### config.mk
export PLATFORM = sky130hd
export DESIGN_NAME = regm_core
export DESIGN_NICKNAME = d
export VERILOG_FILES = /design/src/rtl/regm_pkg.sv /design/src/rtl/regm_regfile.sv /design/src/rtl/regm_alu.sv /design/src/rtl/regm_div.sv /design/src/rtl/regm_core.sv
export SDC_FILE = /design/constraint.sdc
export NUM_CORES = 2
export LEC_CHECK = 0
export BUFFER_PORTS_ARGS = -buffer_cell sky130_fd_sc_hd__buf_2
export CORE_ASPECT_RATIO = 2
export CORE_MARGIN = 4
export CORE_UTILIZATION = 40
export CTS_CLUSTER_DIAMETER = 120
export CTS_CLUSTER_SIZE = 30
export DETAILED_ROUTE_END_ITERATION = 10
export MAX_ROUTING_LAYER = met4
export PLACE_DENSITY = 0.65
export REMOVE_ABC_BUFFERS = 1
export SETUP_SLACK_MARGIN = 0.4
export SLEW_MARGIN = 10
export SYNTH_ARGS = -nofsm -noshare
export SYNTH_HDL_FRONTEND = slang
export SYNTH_SLANG_ARGS = --single-unit
### constraint.sdc
create_clock -name clk_i -period 26.9 [get_ports clk_i]
set_input_delay 2.69 -clock clk_i [delete_from_list [all_inputs] [get_ports clk_i]]
set_output_delay 2.69 -clock clk_i [all_outputs]
set_load 0.01 [all_outputs]
### src/rtl/regm_pkg.sv
package regm_pkg;
  localparam int XLEN   = 32;
  localparam int NREG   = 16;
  localparam int RIDX_W = $clog2(NREG);
  localparam int BYTE_W = 8;

  localparam logic [RIDX_W-1:0] REG_IP    = RIDX_W'(10);
  localparam logic [RIDX_W-1:0] REG_FLAGS = RIDX_W'(14);

  typedef enum logic [3:0] {
    OP_HALT, OP_MOVE, OP_ADD, OP_SUB, OP_MUL, OP_DIV, OP_SHR, OP_SHL,
    OP_NAND, OP_XOR, OP_BR, OP_BRZ, OP_BRNZ, OP_CIN, OP_COUT, OP_RSVD
  } op_e;

  typedef enum logic [3:0] {
    ST_FETCH, ST_IMM, ST_OPB, ST_OPC, ST_EXEC, ST_DIV, ST_CIN, ST_COUT,
    ST_WB, ST_HALT
  } state_e;

  typedef struct packed {
    op_e               op;
    logic              imm;
    logic              ind_a;
    logic              ind_b;
    logic              ind_c;
    logic [RIDX_W-1:0] ra;
    logic [RIDX_W-1:0] rb;
    logic [RIDX_W-1:0] rc;
  } dec_t;

  function automatic dec_t decode(logic [XLEN-1:0] w);
    dec_t d;
    d.op    = op_e'(w[31:28]);
    d.imm   = w[27];
    d.ind_a = w[26];
    d.ind_b = w[25];
    d.ind_c = w[24];
    d.ra    = w[11:8];
    d.rb    = w[7:4];
    d.rc    = w[3:0];
    return d;
  endfunction
endpackage

### src/rtl/regm_regfile.sv
module regm_regfile
  import regm_pkg::*;
#(
  parameter int W = XLEN,
  parameter int N = NREG,
  localparam int AW = $clog2(N)
) (
  input  logic          clk_i,
  input  logic          rst_ni,
  input  logic [AW-1:0] ra_i,
  input  logic [AW-1:0] rb_i,
  input  logic [AW-1:0] rc_i,
  output logic [W-1:0]  ra_o,
  output logic [W-1:0]  rb_o,
  output logic [W-1:0]  rc_o,
  output logic [W-1:0]  ip_o,
  output logic          zf_o,
  input  logic          we_i,
  input  logic [AW-1:0] waddr_i,
  input  logic [W-1:0]  wdata_i,
  input  logic          ip_we_i,
  input  logic [W-1:0]  ip_d_i,
  input  logic          fl_we_i,
  input  logic          sf_i,
  input  logic          zf_i
);
  logic [W-1:0] regs [N];

  for (genvar i = 0; i < N; i++) begin : g_reg
    localparam logic [AW-1:0] IDX = AW'(i);
    if (i == 0 || i == N-1) begin : g_const
      assign regs[i] = '0;
    end else if (IDX == REG_FLAGS) begin : g_flags
      logic sf_q, zf_q;
      always_ff @(posedge clk_i or negedge rst_ni) begin
        if (!rst_ni) begin
          sf_q <= 1'b0;
          zf_q <= 1'b0;
        end else if (fl_we_i) begin
          sf_q <= sf_i;
          zf_q <= zf_i;
        end else if (we_i && waddr_i == IDX) begin
          sf_q <= wdata_i[0];
          zf_q <= wdata_i[1];
        end
      end
      assign regs[i] = {{(W-2){1'b0}}, zf_q, sf_q};
    end else if (IDX == REG_IP) begin : g_ip
      logic [W-1:0] q;
      always_ff @(posedge clk_i or negedge rst_ni) begin
        if (!rst_ni)                      q <= '0;
        else if (we_i && waddr_i == IDX)  q <= wdata_i;
        else if (ip_we_i)                 q <= ip_d_i;
      end
      assign regs[i] = q;
    end else begin : g_gp
      logic [W-1:0] q;
      always_ff @(posedge clk_i or negedge rst_ni) begin
        if (!rst_ni)                      q <= '0;
        else if (we_i && waddr_i == IDX)  q <= wdata_i;
      end
      assign regs[i] = q;
    end
  end

  assign ra_o = regs[ra_i];
  assign rb_o = regs[rb_i];
  assign rc_o = regs[rc_i];
  assign ip_o = regs[REG_IP];
  assign zf_o = regs[REG_FLAGS][1];
endmodule

### src/rtl/regm_alu.sv
module regm_alu
  import regm_pkg::*;
#(
  parameter int W = XLEN,
  localparam int SHW = $clog2(W)
) (
  input  op_e          op_i,
  input  logic [W-1:0] b_i,
  input  logic [W-1:0] c_i,
  output logic [W-1:0] res_o
);
  logic [SHW-1:0] amt;
  logic [W-1:0]   prod;

  assign amt  = c_i[SHW-1:0];
  assign prod = b_i * c_i;

  always_comb begin
    unique case (op_i)
      OP_MOVE: res_o = c_i;
      OP_ADD:  res_o = b_i + c_i;
      OP_SUB:  res_o = b_i - c_i;
      OP_MUL:  res_o = prod;
      OP_SHR:  res_o = b_i >> amt;
      OP_SHL:  res_o = b_i << amt;
      OP_NAND: res_o = ~(b_i & c_i);
      OP_XOR:  res_o = b_i ^ c_i;
      default: res_o = '0;
    endcase
  end
endmodule

### src/rtl/regm_div.sv
module regm_div #(
  parameter int W = 32,
  localparam int CW = $clog2(W + 1)
) (
  input  logic         clk_i,
  input  logic         rst_ni,
  input  logic         start_i,
  input  logic [W-1:0] dividend_i,
  input  logic [W-1:0] divisor_i,
  output logic         done_o,
  output logic [W-1:0] quot_o
);
  logic          busy_q, done_q;
  logic [CW-1:0] cnt_q;
  logic [W-1:0]  rem_q, quo_q, dvs_q;
  logic [W:0]    trial, diff;
  logic          fits;

  assign trial = {rem_q, quo_q[W-1]};
  assign diff  = trial - {1'b0, dvs_q};
  assign fits  = trial >= {1'b0, dvs_q};

  always_ff @(posedge clk_i or negedge rst_ni) begin
    if (!rst_ni) begin
      busy_q <= 1'b0;
      done_q <= 1'b0;
      cnt_q  <= '0;
      rem_q  <= '0;
      quo_q  <= '0;
      dvs_q  <= '0;
    end else begin
      done_q <= 1'b0;
      if (start_i) begin
        if (divisor_i == '0) begin
          quo_q  <= '1;
          done_q <= 1'b1;
        end else begin
          busy_q <= 1'b1;
          cnt_q  <= CW'(W);
          rem_q  <= '0;
          quo_q  <= dividend_i;
          dvs_q  <= divisor_i;
        end
      end else if (busy_q) begin
        rem_q <= fits ? diff[W-1:0] : trial[W-1:0];
        quo_q <= {quo_q[W-2:0], fits};
        cnt_q <= cnt_q - 1'b1;
        if (cnt_q == CW'(1)) begin
          busy_q <= 1'b0;
          done_q <= 1'b1;
        end
      end
    end
  end

  assign done_o = done_q;
  assign quot_o = quo_q;
endmodule

### src/rtl/regm_core.sv
module regm_core
  import regm_pkg::*;
#(
  parameter int W = XLEN
) (
  input  logic         clk_i,
  input  logic         rst_ni,
  output logic         mem_req_o,
  output logic         mem_we_o,
  output logic [W-1:0] mem_addr_o,
  output logic [W-1:0] mem_wdata_o,
  input  logic [W-1:0] mem_rdata_i,
  input  logic         mem_ready_i,
  input  logic         cin_valid_i,
  input  logic [7:0]   cin_data_i,
  output logic         cin_ready_o,
  output logic         cout_valid_o,
  output logic [7:0]   cout_data_o,
  input  logic         cout_ready_i,
  output logic         halted_o
);
  state_e       st_q, st_d;
  dec_t         ir_q;
  logic [W-1:0] opb_q, opc_q, res_q, opb_d, opc_d;
  logic         ld_ir, ld_opb, ld_opc, ld_res;

  logic [W-1:0] rf_a, rf_b, rf_c, ip;
  logic         zf, rf_we, ip_we, fl_we;
  logic [W-1:0] ip_d;
  logic         commit;
  logic [W-1:0] commit_val, alu_res, div_q;
  logic         div_start, div_done;
  logic         uses_b, uses_c, rd_b_mem, rd_c_mem;

  assign uses_b   = ir_q.op inside {OP_ADD, OP_SUB, OP_MUL, OP_DIV, OP_SHR,
                                    OP_SHL, OP_NAND, OP_XOR};
  assign uses_c   = uses_b || ir_q.op inside {OP_MOVE, OP_BR, OP_BRZ,
                                              OP_BRNZ, OP_COUT};
  assign rd_b_mem = uses_b && ir_q.ind_b;
  assign rd_c_mem = uses_c && !ir_q.imm && ir_q.ind_c;

  regm_regfile #(.W(W), .N(NREG)) u_rf (
    .clk_i, .rst_ni,
    .ra_i(ir_q.ra), .rb_i(ir_q.rb), .rc_i(ir_q.rc),
    .ra_o(rf_a), .rb_o(rf_b), .rc_o(rf_c), .ip_o(ip), .zf_o(zf),
    .we_i(rf_we), .waddr_i(ir_q.ra), .wdata_i(commit_val),
    .ip_we_i(ip_we), .ip_d_i(ip_d),
    .fl_we_i(fl_we), .sf_i(commit_val[W-1]), .zf_i(commit_val == '0)
  );

  regm_alu #(.W(W)) u_alu (
    .op_i(ir_q.op), .b_i(opb_q), .c_i(opc_q), .res_o(alu_res)
  );

  regm_div #(.W(W)) u_div (
    .clk_i, .rst_ni, .start_i(div_start), .dividend_i(opb_q),
    .divisor_i(opc_q), .done_o(div_done), .quot_o(div_q)
  );

  always_comb begin
    st_d         = st_q;
    mem_req_o    = 1'b0;
    mem_we_o     = 1'b0;
    mem_addr_o   = '0;
    mem_wdata_o  = res_q;
    cin_ready_o  = 1'b0;
    cout_valid_o = 1'b0;
    ld_ir = 1'b0; ld_opb = 1'b0; ld_opc = 1'b0; ld_res = 1'b0;
    opb_d = rf_b; opc_d = rf_c;
    ip_we = 1'b0; ip_d = ip + 1'b1;
    rf_we = 1'b0; fl_we = 1'b0;
    commit = 1'b0; commit_val = alu_res;
    div_start = 1'b0;
    unique case (st_q)
      ST_FETCH: begin
        mem_req_o  = 1'b1;
        mem_addr_o = ip;
        if (mem_ready_i) begin
          ld_ir = 1'b1;
          ip_we = 1'b1;
          if (op_e'(mem_rdata_i[31:28]) == OP_HALT) st_d = ST_HALT;
          else if (mem_rdata_i[27])                 st_d = ST_IMM;
          else                                      st_d = ST_OPB;
        end
      end
      ST_IMM: begin
        mem_req_o  = 1'b1;
        mem_addr_o = ip;
        opc_d      = mem_rdata_i;
        if (mem_ready_i) begin
          ld_opc = 1'b1;
          ip_we  = 1'b1;
          st_d   = ST_OPB;
        end
      end
      ST_OPB: begin
        if (rd_b_mem) begin
          mem_req_o  = 1'b1;
          mem_addr_o = rf_b;
          opb_d      = mem_rdata_i;
          if (mem_ready_i) begin
            ld_opb = 1'b1;
            st_d   = ST_OPC;
          end
        end else begin
          ld_opb = 1'b1;
          st_d   = ST_OPC;
        end
      end
      ST_OPC: begin
        if (ir_q.imm) begin
          st_d = ST_EXEC;
        end else if (rd_c_mem) begin
          mem_req_o  = 1'b1;
          mem_addr_o = rf_c;
          opc_d      = mem_rdata_i;
          if (mem_ready_i) begin
            ld_opc = 1'b1;
            st_d   = ST_EXEC;
          end
        end else begin
          ld_opc = 1'b1;
          st_d   = ST_EXEC;
        end
      end
      ST_EXEC: begin
        ip_d = opc_q;
        case (ir_q.op)
          OP_DIV: begin
            div_start = 1'b1;
            st_d      = ST_DIV;
          end
          OP_CIN:  st_d = ST_CIN;
          OP_COUT: st_d = ST_COUT;
          OP_BR: begin
            ip_we = 1'b1;
            st_d  = ST_FETCH;
          end
          OP_BRZ: begin
            ip_we = zf;
            st_d  = ST_FETCH;
          end
          OP_BRNZ: begin
            ip_we = !zf;
            st_d  = ST_FETCH;
          end
          OP_HALT, OP_RSVD: st_d = ST_FETCH;
          default: commit = 1'b1;
        endcase
      end
      ST_DIV: begin
        commit_val = div_q;
        commit     = div_done;
      end
      ST_CIN: begin
        cin_ready_o = 1'b1;
        commit_val  = {{(W-BYTE_W){1'b0}}, cin_data_i};
        commit      = cin_valid_i;
      end
      ST_COUT: begin
        cout_valid_o = 1'b1;
        if (cout_ready_i) st_d = ST_FETCH;
      end
      ST_WB: begin
        mem_req_o  = 1'b1;
        mem_we_o   = 1'b1;
        mem_addr_o = rf_a;
        if (mem_ready_i) st_d = ST_FETCH;
      end
      default: st_d = ST_HALT;
    endcase
    // flags and result land on the same edge; flag port has priority in the file
    if (commit) begin
      fl_we = (ir_q.op == OP_SUB);
      if (ir_q.ind_a) begin
        ld_res = 1'b1;
        st_d   = ST_WB;
      end else begin
        rf_we = 1'b1;
        st_d  = ST_FETCH;
      end
    end
  end

  always_ff @(posedge clk_i or negedge rst_ni) begin
    if (!rst_ni) begin
      st_q  <= ST_FETCH;
      ir_q  <= '0;
      opb_q <= '0;
      opc_q <= '0;
      res_q <= '0;
    end else begin
      st_q <= st_d;
      if (ld_ir)  ir_q  <= decode(mem_rdata_i);
      if (ld_opb) opb_q <= opb_d;
      if (ld_opc) opc_q <= opc_d;
      if (ld_res) res_q <= commit_val;
    end
  end

  assign cout_data_o = opc_q[BYTE_W-1:0];
  assign halted_o    = (st_q == ST_HALT);
endmodule

# Word level (Yosys, flattened, before mapping)
# Cells that the tools add are included.
[word_totals] ff_bits=642 elab_cells=223
[op_classes] addsub=5 n_mul=1 magnitude_cmp=4 eq_ne=48 shift=2 muxes=85 bitwise=7 n_reduce_logical=38
[op_table] op="$mux W32" n=23
[op_table] op="$bmux W32 S4" n=3
[op_table] op="$pmux W32 S8" n=1
[op_table] op="$pmux W32 S2" n=2
[op_table] op="$pmux W32 S4" n=1
[op_table] op="$eq A4 B4 Y1 const B" n=17
[op_table] op="$logic_not A32 Y1" n=2
[op_table] op="$sub A32 B32 Y32" n=2
[op_table] op="$eq A4 B3 Y1 const B" n=12
[op_table] op="$mux W4" n=12
[op_table] op="$ge A33 B32 Y1" n=1
[op_table] op="$add A32 B1 Y32 const B" n=1
[op_table] op="$add A32 B32 Y32" n=1
[op_table] op="$and A32 B32 Y32" n=1
[op_table] op="$mul A32 B32 Y32" n=1
[op_table] op="$mux W1" n=32
[op_table] op="$not A32 Y32" n=1
[op_table] op="$pmux W4 S8" n=1
[op_table] op="$shl A32 B5 Y32" n=1
[op_table] op="$shr A32 B5 Y32" n=1
[op_table] op="$xor A32 B32 Y32" n=1
[op_table] op="$eq A4 B2 Y1 const B" n=6
[op_table] op="$mux W6" n=3
[op_table] op="$logic_and A1 B1 Y1" n=17
[op_table] op="28 further kinds" n=47

# Depth between registers and ports, before layout
[logic_depth] ltp_word=9 depth_mapped=35

# Hierarchy
# From an unflattened synthesis, not the netlist that was laid out.
[unflattened] cells_unflattened=6457 area_unflattened_um2=63154.3
[modules_own_cells] module="regm_regfile" instances=1 cells_per_inst=2014 area_per_inst_um2=26470.4
[modules_own_cells] module="regm_alu" instances=1 cells_per_inst=2704 area_per_inst_um2=22123.7
[modules_own_cells] module="regm_core" instances=1 cells_per_inst=975 area_per_inst_um2=8074.0
[modules_own_cells] module="regm_div" instances=1 cells_per_inst=764 area_per_inst_um2=6486.2

# Worst setup path after synthesis
# No wires, ideal clock.
[synth_timing] path_type="reg-to-reg" from="register opc_q[3]" to="register u_rf.g_reg[14].g_flags.zf_q (netlist: u_rf.zf_o)" arrival_time_ns=8.938 slack_ns=17.870 stages_incl_launch_ff=30 path_buffers=6 period_less_slack_ns=9.030 cell_sequence="dfrtp_1 clkbuf_1 buf_2 clkbuf_1 buf_1 clkbuf_1 clkbuf_1 and2_1 fa_1 fa_1 fa_1 inv_1 fa_1 inv_1 fa_1 fa_1 fa_1 fa_1 ha_1 a2111oi_0 o21a_1 inv_1 o31ai_1 mux2_2 a221oi_1 nand2_1 nor4bb_1 nand4_1 or4b_1 o31ai_2"
[synth_between] elab_chain_cells=6 elab_cells_between_ends=13 classes_between="add/sub (2); mul (1); shift (2); mux (4); bitwise (3); reduce/logical (1)"
[synth_rtl] element="from (decl)" line_no="regm_core.sv:24" rtl="logic [W-1:0] opb_q, opc_q, res_q, opb_d, opc_d;"
[synth_rtl] element="from (signal assigned)" line_no="regm_core.sv:196" rtl="if (ld_opc) opc_q <= opc_d;"
[synth_rtl] element="branches (longest 2 deep; another with $mul A32 B32 Y32)"
[synth_rtl] element="$pmux W32 S8 (*)" line_no="regm_alu.sv:19" rtl="unique case (op_i)"
[synth_rtl] element="$pmux W32 S2 (*)" line_no="regm_core.sv:74" rtl="unique case (st_q)"
[synth_rtl] element="$logic_not A32 Y1" line_no="regm_core.sv:48" rtl=".fl_we_i(fl_we), .sf_i(commit_val[W-1]), .zf_i(commit_val == '0)"
[synth_rtl] element="$mux W1 (*)" line_no="regm_regfile.sv:39" rtl="end else if (fl_we_i) begin"
[synth_rtl] element="to (signal assigned)" line_no="regm_regfile.sv:41" rtl="zf_q <= zf_i;"
[synth_rtl] element="to (signal assigned)" line_no="regm_regfile.sv:44" rtl="zf_q <= wdata_i[1];"
[synth_rtl] element="to (decl)" line_no="regm_regfile.sv:34" rtl="logic sf_q, zf_q;"
# Every way passes the cells marked *. The select of a mux whose other input is x is not followed.
# A chain may end at the register's enable or synchronous reset.

# Worst setup path in the final report
[layout_timing] from="register opc_q[2]" to="register u_rf.g_reg[7].g_gp.q[30]"
[layout_between] elab_chain_cells=3 elab_cells_between_ends=7 classes_between="add/sub (2); mul (1); shift (2); mux (2)"
[layout_rtl] element="$mul A32 B32 Y32 (tied with other cells)" line_no="regm_alu.sv:16" rtl="assign prod = b_i * c_i;"
[layout_rtl] element="$pmux W32 S8 (*)" line_no="regm_alu.sv:19"
[layout_rtl] element="$pmux W32 S2 (*)" line_no="regm_core.sv:74"
[layout_rtl] element="to (signal assigned)" line_no="regm_regfile.sv:60" rtl="else if (we_i && waddr_i == IDX) q <= wdata_i;"
[layout_rtl] element="to (decl)" line_no="regm_regfile.sv:57" rtl="logic [W-1:0] q;"
# Mark *: on every way between the ends. The rest lies on a longest branch, timed or not.

==> results.txt <==
Synth area leaders = dfrtp_1, fa_1, mux4_2
RSZ-0062 raised after global routing = no
Die span in y = 561 um
Yosys cell types = 85
Tot GR Track Use = 37.3%
Worst-Skew Late Latency = 710 ps
Gr ovfl total = 0
Number of global-route vias before repair = 57700
Core footprint = 152000 um^2
Syn avg cell area = 8.88 um^2
CTS Hold Bufs = 0
Cells after synthesis = 6898
CTS tree = yes
Sequential Power Share = 21.0%
Longest Clk Path Bufs = 3
Pwr Density = 112 nW/um^2
Crit path launch type = flip-flop
Pleak = 0.0285 uW
CTS Buf Count = 25
CP startpoint = opc_q[2]
Avg WL per Cell = 33.5 um
Final hold vios = 0
Synth Register Bits = 642
Clk network pwr share = 7.3%
Starting Density = 40.3%
Worst-Margin Slew = 1400 ps
CTS Sinks = 642
H-tree depth = 1
Max Fanout on Critical Path = 21
DP Worst Slack = 16720 ps
Routed Antenna Nets = 0
Clock skew = 56.4 ps
Via count = 55800
DP HPWL = 213 mm
Max Slew Vio Count = 0
Initial DRC Count = 5687
Layout Nets = 7355
Worst-path clk slew = 150 ps
Min-delay src = opb_q[16]
Combinational power share = 71.7%
Top cell type's share of synthesized area = 26.2%
# IOs = 122
Hold slack final = 495 ps
Final worst path period need = 10420 ps
Chip Width = 285 um
Placed Area = 64200 um^2
Post-synth top flop = dfrtp_1
Rel. slew slack = 6.73%
TNS Setup = 0 ps
Synth area leader = dfrtp_1
Critical path arrival = 10930 ps
WP data required = 27410 ps
Final WL = 293 mm
Switch share = 59.1%
Kind of critical path = reg -> reg
Drc violations = 0
Largest net degree at the start of global routing = 138
Max_cap viols = 0
Cts repair resizes = 0
Power Internal = 2980 uW
Initial antenna violation count = 26
Post-CTS Setup Inserts = 0
Worst Hold Class = reg -> reg
PortBufs = 121
Sequential area share after synthesis = 26.2%
First-pass GRT wire length = 417 mm
Share of cells above drive strength 1 = 13.3%
Synth warn = 0
Clock root cell = clkbuf_16
Core Util, Final = 42.9%
EDFF count, synth = 0
Die area = 160000 um^2
GPL Wtd Cong = 1.05
Post-route cell area = 65100 um^2
Setup ws final = 16480 ps
Area of the mapped netlist = 61300 um^2
VDD IR max = 0.0899 mV
Crit path capture type = flip-flop
Setup violators final = 0
Layout Area Growth over Synthesis = 6.26%
Worst r2r src = opc_q[2]
Via/cell ratio = 6.37
DRT Pass-1 Iters = 9
FFs w/ async S/R, synth = 100%
Status = completed
Fin crit share = 38.7%
Max Fclk = 0.0960 GHz
# rows = 202
Switch Pwr = 4300 uW
## final timing paths
kind	to	slack, ps	cells past startpoint
worst max register to register	u_rf.g_reg[7].g_gp.q[30]	16480	25
max in group asynchronous	ir_q[9]	19860	6
worst max-delay path	u_rf.g_reg[7].g_gp.q[30]	16480	25
worst min-delay path	opb_q[16]	490	2
min in group asynchronous	ir_q[2]	2000	1
worst min register to register	opb_q[16]	490	2
## power groups by stage
stage | Sequential (uW) | Combinational, uW | Clock, uW
after floorplan | 1690 | 2550 | 0
after global routing | 1550 | 5420 | 567
final | 1530 | 5210 | 531
after global placement | 1520 | 5020 | 0
after detailed placement | 1540 | 5040 | 0
after CTS | 1520 | 5060 | 539
## worst max-delay path, cell delays in order, from the launching register on
cell and delay [ps]:
dfrtp_2 610, inv_1 100, buf_4 370, nor2_1 130, fa_1 580, fa_1 450, fa_1 520, inv_1 50
fa_1 530, inv_1 50, fa_1 480, fa_1 510, fa_1 560, fa_1 440, ha_1 410, a2111oi_0 720
o21a_1 280, a21oi_1 80, a21oi_1 380, a2bb2oi_1 620, nand2_1 110, a31oi_1 230, xor2_1 400, o21ai_0 340
a21oi_1 980, o21ai_0 270
## final cells by class
class | instances | area [um^2]
fillers | 15000 | 86800
multi-input cells | 5152 | 41400
flip-flops and latches | 642 | 16100
well taps | 2040 | 2550
repair buffers | 344 | 2350
inverters | 512 | 1920
clock buffers | 38 | 674
diodes | 27 | 67.6
clock inverters | 3 | 55.1
## routing by layer
metal	vias to the layer above	wire, um	track usage [%]
met4	0	38100	36.3
met3	1403	20700	6.56
met1	27800	91700	36.3
met2	3180	143000	61.8
met5	-	0	-
li1	23400	-	-
## cells in the mapped netlist, types with 45 or more instances
| cell type | instances |
|---|---|
| a21oi_1 | 328 |
| a22o_1 | 58 |
| a22oi_1 | 131 |
| and2_1 | 299 |
| buf_1 | 79 |
| clkbuf_1 | 481 |
| dfrtp_1 | 642 |
| fa_1 | 410 |
| ha_1 | 223 |
| inv_1 | 510 |
| mux2_2 | 192 |
| mux2i_1 | 183 |
| mux4_2 | 211 |
| nand2_1 | 972 |
| nand3_1 | 95 |
| nor2_1 | 398 |
| nor2b_1 | 45 |
| o21ai_0 | 753 |
| o22ai_1 | 98 |
| xnor2_1 | 104 |
| xor2_1 | 53 |
## stage by stage
step           total power [uW]  instances
2_1_floorplan              4240       6306
3_3_place_gp               6540       8685
3_5_place_dp               6570       8685
4_1_cts                    7110       8726
5_1_grt                    7530       8755
6_report                   7270       8758
## kinds of logic (layout without fill, tap and decap cells)
logic type	after synthesis	in the layout	synth area share [%]
and+or+nand+nor	2011	2011	14.8
adders and majority gates	633	633	18.0
AOI/OAI and AO/OA	1761	1761	17.5
DFF	642	642	26.2
muxes	590	590	14.4
other	0	27	0
buffers and inverters	1104	897	6.87
xor gates and xnor gates	157	157	2.24
## cell usage in the layout, fill, tap and decap left out, types with 13 or more instances in the layout
cell	synthesis	final
a22oi_1	131	131
a221o_1	37	37
o211ai_1	38	38
a222oi_1	13	13
nand2_1	972	964
inv_1	510	510
o22ai_1	98	97
a21o_1	35	35
nand3_1	95	91
mux2_2	192	192
xor2_1	53	53
nand2b_1	33	30
ha_1	223	223
o221ai_1	36	36
a31oi_1	31	29
and2_1	299	298
dfrtp_1	642	623
nor2b_1	45	36
nand4_1	20	20
xnor2_1	104	104
clkbuf_16	0	25
a21oi_1	328	326
a211oi_1	30	27
and3_1	28	26
mux2i_1	183	183
buf_4	8	217
buf_2	22	120
o21ai_0	753	750
fa_1	410	410
a22o_1	58	58
clkbuf_1	481	13
a221oi_1	27	21
o31ai_1	18	14
mux4_2	211	211
diode_2	0	27
nor2_1	398	389
nor3_1	42	37
o21a_1	25	25
## flip-flops by register name, indices dropped and copies added (netlist names), 32 cells and up
name / flops
u_rf.g.g_gp.q: 384
u_div.quot_o: 32
opb_q: 32
opc_q: 32
u_div.dvs_q: 32
u_div.rem_q: 32
mem_wdata_o: 32
u_rf.ip_o: 32
(Power assumes the default switching activity.)
